==> src/rtl/gpio_bank_pkg.sv <==
package gpio_bank_pkg;

    localparam int DATA_W   = 32;
    localparam int ADDR_W   = 5;
    localparam int FN_W     = ADDR_W - 1;
    localparam int NUM_REGS = 4;

    // register slots: bit 0 = bank, bit 1 = enable (1) or output (0)
    localparam int SLOT_LO_OUT = 0;
    localparam int SLOT_HI_OUT = 1;
    localparam int SLOT_LO_OE  = 2;
    localparam int SLOT_HI_OE  = 3;

    // function codes in address bits 4:1
    localparam logic [FN_W-1:0] FN_IN      = 4'd0;
    localparam logic [FN_W-1:0] FN_OUT     = 4'd1;
    localparam logic [FN_W-1:0] FN_OUT_SET = 4'd2;
    localparam logic [FN_W-1:0] FN_OUT_CLR = 4'd3;
    localparam logic [FN_W-1:0] FN_OUT_XOR = 4'd4;
    localparam logic [FN_W-1:0] FN_OE      = 4'd5;
    localparam logic [FN_W-1:0] FN_OE_SET  = 4'd6;
    localparam logic [FN_W-1:0] FN_OE_CLR  = 4'd7;
    localparam logic [FN_W-1:0] FN_OE_XOR  = 4'd8;

    typedef enum logic [2:0] {
        OP_NONE = 3'd0,
        OP_LOAD = 3'd1,
        OP_SET  = 3'd2,
        OP_CLR  = 3'd3,
        OP_XOR  = 3'd4
    } alias_op_e;

endpackage

==> src/rtl/gpio_addr_dec.sv <==
module gpio_addr_dec
    import gpio_bank_pkg::*;
(
    input  logic              wr,
    input  logic [ADDR_W-1:0] addr,
    output alias_op_e         ops [NUM_REGS]
);

    logic [FN_W-1:0] fn;
    logic            bank;
    alias_op_e       op_sel;
    logic            to_oe;

    assign fn   = addr[ADDR_W-1:1];
    assign bank = addr[0];

    always_comb begin
        op_sel = OP_NONE;
        to_oe  = 1'b0;
        unique case (fn)
            FN_OUT:     op_sel = OP_LOAD;
            FN_OUT_SET: op_sel = OP_SET;
            FN_OUT_CLR: op_sel = OP_CLR;
            FN_OUT_XOR: op_sel = OP_XOR;
            FN_OE:      begin op_sel = OP_LOAD; to_oe = 1'b1; end
            FN_OE_SET:  begin op_sel = OP_SET;  to_oe = 1'b1; end
            FN_OE_CLR:  begin op_sel = OP_CLR;  to_oe = 1'b1; end
            FN_OE_XOR:  begin op_sel = OP_XOR;  to_oe = 1'b1; end
            default:    op_sel = OP_NONE;
        endcase
    end

    always_comb begin
        for (int s = 0; s < NUM_REGS; s++) begin
            ops[s] = OP_NONE;
            if (wr && (s[0] == bank) && (s[1] == to_oe)) begin
                ops[s] = op_sel;
            end
        end
    end

endmodule

==> src/rtl/gpio_alias_reg.sv <==
module gpio_alias_reg
    import gpio_bank_pkg::*;
#(
    parameter logic [DATA_W-1:0] MASK = '1
) (
    input  logic              clk,
    input  logic              rst_n,
    input  alias_op_e         op,
    input  logic [DATA_W-1:0] wdata,
    output logic [DATA_W-1:0] q
);

    logic [DATA_W-1:0] val_d;
    logic [DATA_W-1:0] val_q;

    always_comb begin
        val_d = val_q;
        unique case (op)
            OP_LOAD: val_d = wdata;
            OP_SET:  val_d = val_q | wdata;
            OP_CLR:  val_d = val_q & ~wdata;
            OP_XOR:  val_d = val_q ^ wdata;
            default: val_d = val_q;
        endcase
        val_d = val_d & MASK;
    end

    always_ff @(posedge clk or negedge rst_n) begin
        if (!rst_n) begin
            val_q <= '0;
        end else begin
            val_q <= val_d;
        end
    end

    assign q = val_q;

endmodule

==> src/rtl/gpio_in_sync.sv <==
module gpio_in_sync #(
    parameter int W = 32
) (
    input  logic         clk,
    input  logic         rst_n,
    input  logic [W-1:0] pin,
    output logic [W-1:0] level
);

    typedef struct packed {
        logic [W-1:0] meta;
        logic [W-1:0] stable;
    } sync_t;

    sync_t st_d;
    sync_t st_q;

    always_comb begin
        st_d.meta   = pin;
        st_d.stable = st_q.meta;
    end

    always_ff @(posedge clk or negedge rst_n) begin
        if (!rst_n) begin
            st_q <= '0;
        end else begin
            st_q <= st_d;
        end
    end

    assign level = st_q.stable;

endmodule

==> src/rtl/gpio_alias_bank.sv <==
module gpio_alias_bank
    import gpio_bank_pkg::*;
#(
    parameter int                LO_W    = 32,
    parameter logic [DATA_W-1:0] HI_MASK = 32'hFF00_FFFF
) (
    input  logic              clk,
    input  logic              rst_n,
    input  logic              bus_wr,
    input  logic [ADDR_W-1:0] bus_addr,
    input  logic [DATA_W-1:0] bus_wdata,
    output logic [DATA_W-1:0] bus_rdata,
    input  logic [LO_W-1:0]   lo_pin_in,
    output logic [LO_W-1:0]   lo_pin_out,
    output logic [LO_W-1:0]   lo_pin_oe,
    input  logic [DATA_W-1:0] hi_pin_in,
    output logic [DATA_W-1:0] hi_pin_out,
    output logic [DATA_W-1:0] hi_pin_oe
);

    localparam logic [DATA_W-1:0] LO_MASK = DATA_W'((64'd1 << LO_W) - 64'd1);

    alias_op_e         ops   [NUM_REGS];
    logic [DATA_W-1:0] reg_q [NUM_REGS];
    logic [LO_W-1:0]   lo_level;
    logic [DATA_W-1:0] hi_level;

    gpio_addr_dec u_dec (
        .wr   (bus_wr),
        .addr (bus_addr),
        .ops  (ops)
    );

    for (genvar s = 0; s < NUM_REGS; s++) begin : g_reg
        localparam logic [DATA_W-1:0] SLOT_MASK = (s % 2 == 1) ? HI_MASK : LO_MASK;
        gpio_alias_reg #(
            .MASK (SLOT_MASK)
        ) u_reg (
            .clk   (clk),
            .rst_n (rst_n),
            .op    (ops[s]),
            .wdata (bus_wdata),
            .q     (reg_q[s])
        );
    end

    gpio_in_sync #(.W(LO_W)) u_lo_sync (
        .clk   (clk),
        .rst_n (rst_n),
        .pin   (lo_pin_in),
        .level (lo_level)
    );

    gpio_in_sync #(.W(DATA_W)) u_hi_sync (
        .clk   (clk),
        .rst_n (rst_n),
        .pin   (hi_pin_in),
        .level (hi_level)
    );

    assign lo_pin_out = reg_q[SLOT_LO_OUT][LO_W-1:0];
    assign lo_pin_oe  = reg_q[SLOT_LO_OE][LO_W-1:0];
    assign hi_pin_out = reg_q[SLOT_HI_OUT];
    assign hi_pin_oe  = reg_q[SLOT_HI_OE];

    // read path: pure function of address and state, no side effects
    logic [FN_W-1:0] rd_fn;
    logic            rd_bank;

    assign rd_fn   = bus_addr[ADDR_W-1:1];
    assign rd_bank = bus_addr[0];

    always_comb begin
        bus_rdata = '0;
        unique case (rd_fn)
            FN_IN:   bus_rdata = rd_bank ? (hi_level & HI_MASK) : DATA_W'(lo_level);
            FN_OUT:  bus_rdata = rd_bank ? reg_q[SLOT_HI_OUT] : reg_q[SLOT_LO_OUT];
            FN_OE:   bus_rdata = rd_bank ? reg_q[SLOT_HI_OE]  : reg_q[SLOT_LO_OE];
            default: bus_rdata = '0;
        endcase
    end

endmodule

==> config.mk <==
export PLATFORM = sky130hd
export DESIGN_NAME = gpio_alias_bank
export DESIGN_NICKNAME = d
export VERILOG_FILES = /design/src/rtl/gpio_bank_pkg.sv /design/src/rtl/gpio_addr_dec.sv /design/src/rtl/gpio_alias_reg.sv /design/src/rtl/gpio_in_sync.sv /design/src/rtl/gpio_alias_bank.sv
export SDC_FILE = /design/constraint.sdc
export NUM_CORES = 1
export LEC_CHECK = 0
export CAP_MARGIN = 10
export CORE_ASPECT_RATIO = 0.7
export CORE_MARGIN = 2
export CORE_UTILIZATION = 60
export CTS_CLUSTER_DIAMETER = 120
export DETAILED_ROUTE_END_ITERATION = 7
export PLACE_DENSITY = 0.95
export SYNTH_ARGS = -nofsm -noshare
export SYNTH_HDL_FRONTEND = slang
export SYNTH_HIERARCHICAL = 1
export SYNTH_SLANG_ARGS = --single-unit
==> constraint.sdc <==
create_clock -name clk -period 3.7 [get_ports clk]
set_clock_uncertainty 0.1 [all_clocks]
set_input_delay 0.37 -clock clk [delete_from_list [all_inputs] [get_ports clk]]
set_output_delay 0.37 -clock clk [all_outputs]
set_load 0.01 [all_outputs]
# Word-level counts from Yosys, hierarchy flattened
# Cells that the tools add are included.
# word_totals
regBits	240
input_bits	104
output_inout_bits	160
wordCells	77
# classes
eq_ne	24
muxes	14
bitwise_logic	15
n_reduce_logical	16
# ops
op	n
$pmux 32 s4	4
$and 32x32->32	4
$or 32x32->32	4
$xor 32x32->32	4
$mux 32	3
$pmux 32 s3	1
$not 32->32	1
$eq 3x2->1 const B	8
$eq 4x3->1 const B	4
$reduce_bool 4->1	4
$eq 3x1->1 const B	4
$eq 3x3->1 const B	4
$mux 3	4
$pmux 3 s4	1
$eq 4x2->1 const B	2
$reduce_or 2->1	4
$logic_and 1x1->1	6
$eq 4x1->1 const B	1
$eq 4x4->1 const B	1
$logic_not 4->1	1
$reduce_or 4->1	1
$not 1->1	2
$mux 1	1

# Longest topological paths before layout
# logic_depth
ltp_word	8
depth_mapped	9
mapped_depth_nobuf	6

# Hierarchy
# Netlist, hierarchy kept.
# by_module_without_submodules
module	n_inst	cells_each	area_each_um2	seq_area_each_um2
gpio_alias_reg (g_reg[0].u_reg ...)	2	407	3522.1	800.8
gpio_alias_reg (g_reg[1].u_reg ...)	2	304	2677.6	600.6
gpio_in_sync	2	64	1601.5	1601.5
gpio_alias_bank	1	177	1460.2	0.0
gpio_addr_dec	1	21	131.4	0.0

# Worst setup path after synthesis
# No wires, ideal clock.
# synth_timing
path_type	input -> register
from	input bus_addr[4]
to	register g_reg[0].u_reg.val_q[0]
setup_ns	0.130
t_arrival_ns	1.972
required_time_ns	3.470
setup_slack_ns	1.498
stages	8
n_path_buf	2
path_cell_list	or3b_4 -> nor4b_4 -> buf_6 -> nand2b_4 -> nor2_4 -> buf_6 -> a2111oi_2 -> o21ai_1
# synth_lines
element	line	text
start: declaration	gpio_alias_bank.sv:10	input logic [ADDR_W-1:0] bus_addr,
end signal: assignment	gpio_alias_reg.sv:32	val_q <= val_d;
end: declaration	gpio_alias_reg.sv:14	logic [DATA_W-1:0] val_q;

# Worst setup path after layout
# layout_timing
from	input bus_addr[4]
to	output bus_rdata[31]
# layout_via
elab_chain_cells	2
word_cells_on_any_way	4
classes_between	eq/ne (2); mux (1); reduce/logical (1)
# layout_lines
element	line	text
$eq 4x3->1, or another cell as far along	gpio_alias_bank.sv:75	unique case (rd_fn)
$pmux 32 s3 *	gpio_alias_bank.sv:75	
end: declaration	gpio_alias_bank.sv:12	output logic [DATA_W-1:0] bus_rdata,
# Every way passes the cells marked *; elsewhere a longest branch is shown, timed or not.

==> impl_metrics.env <==
export IMPL_status="complete, no violations"
export IMPL_setup_tns_ns=0
export IMPL_fillCellCount=1757
export IMPL_tightest_slew_ns=1.037
export IMPL_dp_final_hpwl_mm=36.97
export IMPL_rows=51
export IMPL_hp_class="in2reg"
export IMPL_coreArea_um2=27690
export IMPL_powerDensity_nw_per_um2=447.8
export IMPL_grt_pass1_vias=15230
export IMPL_numClockSinks=224
export IMPL_worstReg2RegStart="g_reg[3].u_reg/q[13]"
export IMPL_cts_tree="done"
export IMPL_cp_required_ns=3.23
export IMPL_finalHoldViolations=0
export IMPL_layout_nets=2244
export IMPL_layout_commonest_cell="clkdlybuf4s50_1"
export IMPL_grt_max_degree=115
export IMPL_netlist_area_um2=16790
export IMPL_ant_nets=0
export IMPL_die_w_um=204.0
export IMPL_final_util_pct=72.82
export IMPL_clk_pin_slew_worst_paths_ns=0.07
export IMPL_wl_per_cell_um=23.69
export IMPL_initial_core_util_pct=60.64
export IMPL_die_area_um2=29370
export IMPL_leakagePower_nw=9.193
export IMPL_crit_type="in2out"
export IMPL_cts_setup_buffers=0
export IMPL_r2r_cells=5
export IMPL_power_mw=9.032
export IMPL_rsz0062_at_grt="false"
export IMPL_multiInputGateArea_um2=9515
export IMPL_wl_mm=54.61
export IMPL_antenna_found_initial=0
export IMPL_cp_max_fo=24
export IMPL_slew_limit_headroom_pct=30.87
export IMPL_final_cell_mix="237 x clkdlybuf4s50_1, 224 x inv_1, 224 x ha_1, 224 x dfrtp_1, 123 x nand2_1"
export IMPL_min_period_ns=3.300
export IMPL_whs_ns=0.1616
export IMPL_cts_max_path_buffers=3
export IMPL_hp_start="lo_pin_in[17]"
export IMPL_area_growth_pct=20.09
export IMPL_cts_htree_levels=1
export IMPL_final_layout_size_suffix_gt1_share_pct=11.43
export IMPL_grt_overflow_total=0
export IMPL_critPathLaunch="bus_addr[4]"
export IMPL_gr_usage_all_layers_pct=36.63
export IMPL_grt_pass1_wl_mm=83.81
export IMPL_clock_latency_ns=0.54
export IMPL_drtIter0Drc=1676
export IMPL_crit_path_end_kind="output port"
export IMPL_placed_area_um2=19280
export IMPL_fin_area_um2=20170
export IMPL_avgSynthCellArea_um2=9.696
export IMPL_root_buffer="clkbuf_16"
export IMPL_slew_viol_final=0
export IMPL_port_buffer_count=239
export IMPL_viasPerCell=6.544
export IMPL_first_pass_iters=8
export IMPL_diodes=0
export IMPL_finalCritPeriodShare_pct=89.18
export IMPL_drc=0
export IMPL_cts_inserted_buffers=25
export IMPL_cap_violations=0
export IMPL_ir_drop_mv=0.3485
export IMPL_netlist_instances=1732
export IMPL_synth_yosys_warnings=6
export IMPL_whs_path_depth=1
export IMPL_vias=15080
export IMPL_ios=264
export IMPL_crit_path_start_kind="input port"
export IMPL_seqCellArea_um2=5605
export IMPL_finalSetupViolCount=0
export IMPL_dieHeight_um=144.0
export IMPL_fmax_mhz=303.0
export IMPL_gp_congestion=0.9193
export IMPL_crit_arrival_ns=2.83
power by group:
group	switching [mW]	leakage, nW	internal [mW]
clock network	1.12	0.433	1.62
registers	0.696	2.68	2.83
logic	1.31	6.08	1.46
final timing paths:
check	slack, ns	to
max	0.40	bus_rdata[31]
min	0.16	u_lo_sync/st_d[17]
max reg2reg	1.91	g_reg[3].u_reg/q[13]
min reg2reg	0.24	u_lo_sync/level[26]
max in group asynchronous	2.20	u_hi_sync/level[6]
min in group asynchronous	0.39	u_hi_sync/level[15]
sequential cells by signal, summed over array words and instances (netlist names):
signal and cells:
g.u_reg/q 112, u_lo_sync/st_d 32, u_lo_sync/level 32, u_hi_sync/st_d 24
u_hi_sync/level 24
what timing repair did:
item / 4_1_cts / 5_1_grt
endpoints found under the setup margin: 0 / 0
resized for setup: 0 / 0
hold endpoints to repair: 110 / 0
hold buffers: 1 / 0
metrics by stage:
stage | std cells | worst slack (ns)
after floorplan | 1746 | 1.498
after global placement | 2259 | 0.3684
after detailed placement | 2259 | 0.2460
after CTS | 2305 | 0.4437
after global routing | 2305 | 0.3865
final | 2305 | 0.4002
metal layers:
| metal | GRT usage (%) | vias to the layer above | wire (um) | share of wire, % |
|---|---|---|---|---|
| met5 | 0 | - | 0 | 0 |
| met3 | 10.77 | 272 | 7306 | 13 |
| met1 | 47.05 | 7340 | 20130 | 37 |
| li1 | - | 6401 | - | - |
| met2 | 56.19 | 1070 | 24140 | 44 |
| met4 | 19.49 | 0 | 3033 | 5.6 |
critical path, stage by stage:
cell             delay, ns
clkdlybuf4s50_1       0.55
or4b_1                0.59
buf_4                 0.28
o221ai_1              0.41
clkdlybuf4s50_1       0.62
cell type report:
cell class / instances / share of cell area (%)
tap: 371 / 2.302
clock inverter: 18 / 1.185
timing repair buffer: 294 / 14.18
multi-input combinational: 1147 / 47.18
sequential: 224 / 27.79
inverter: 224 / 4.169
clock buffer: 27 / 3.189
Power figures use the tool's default switching activity.
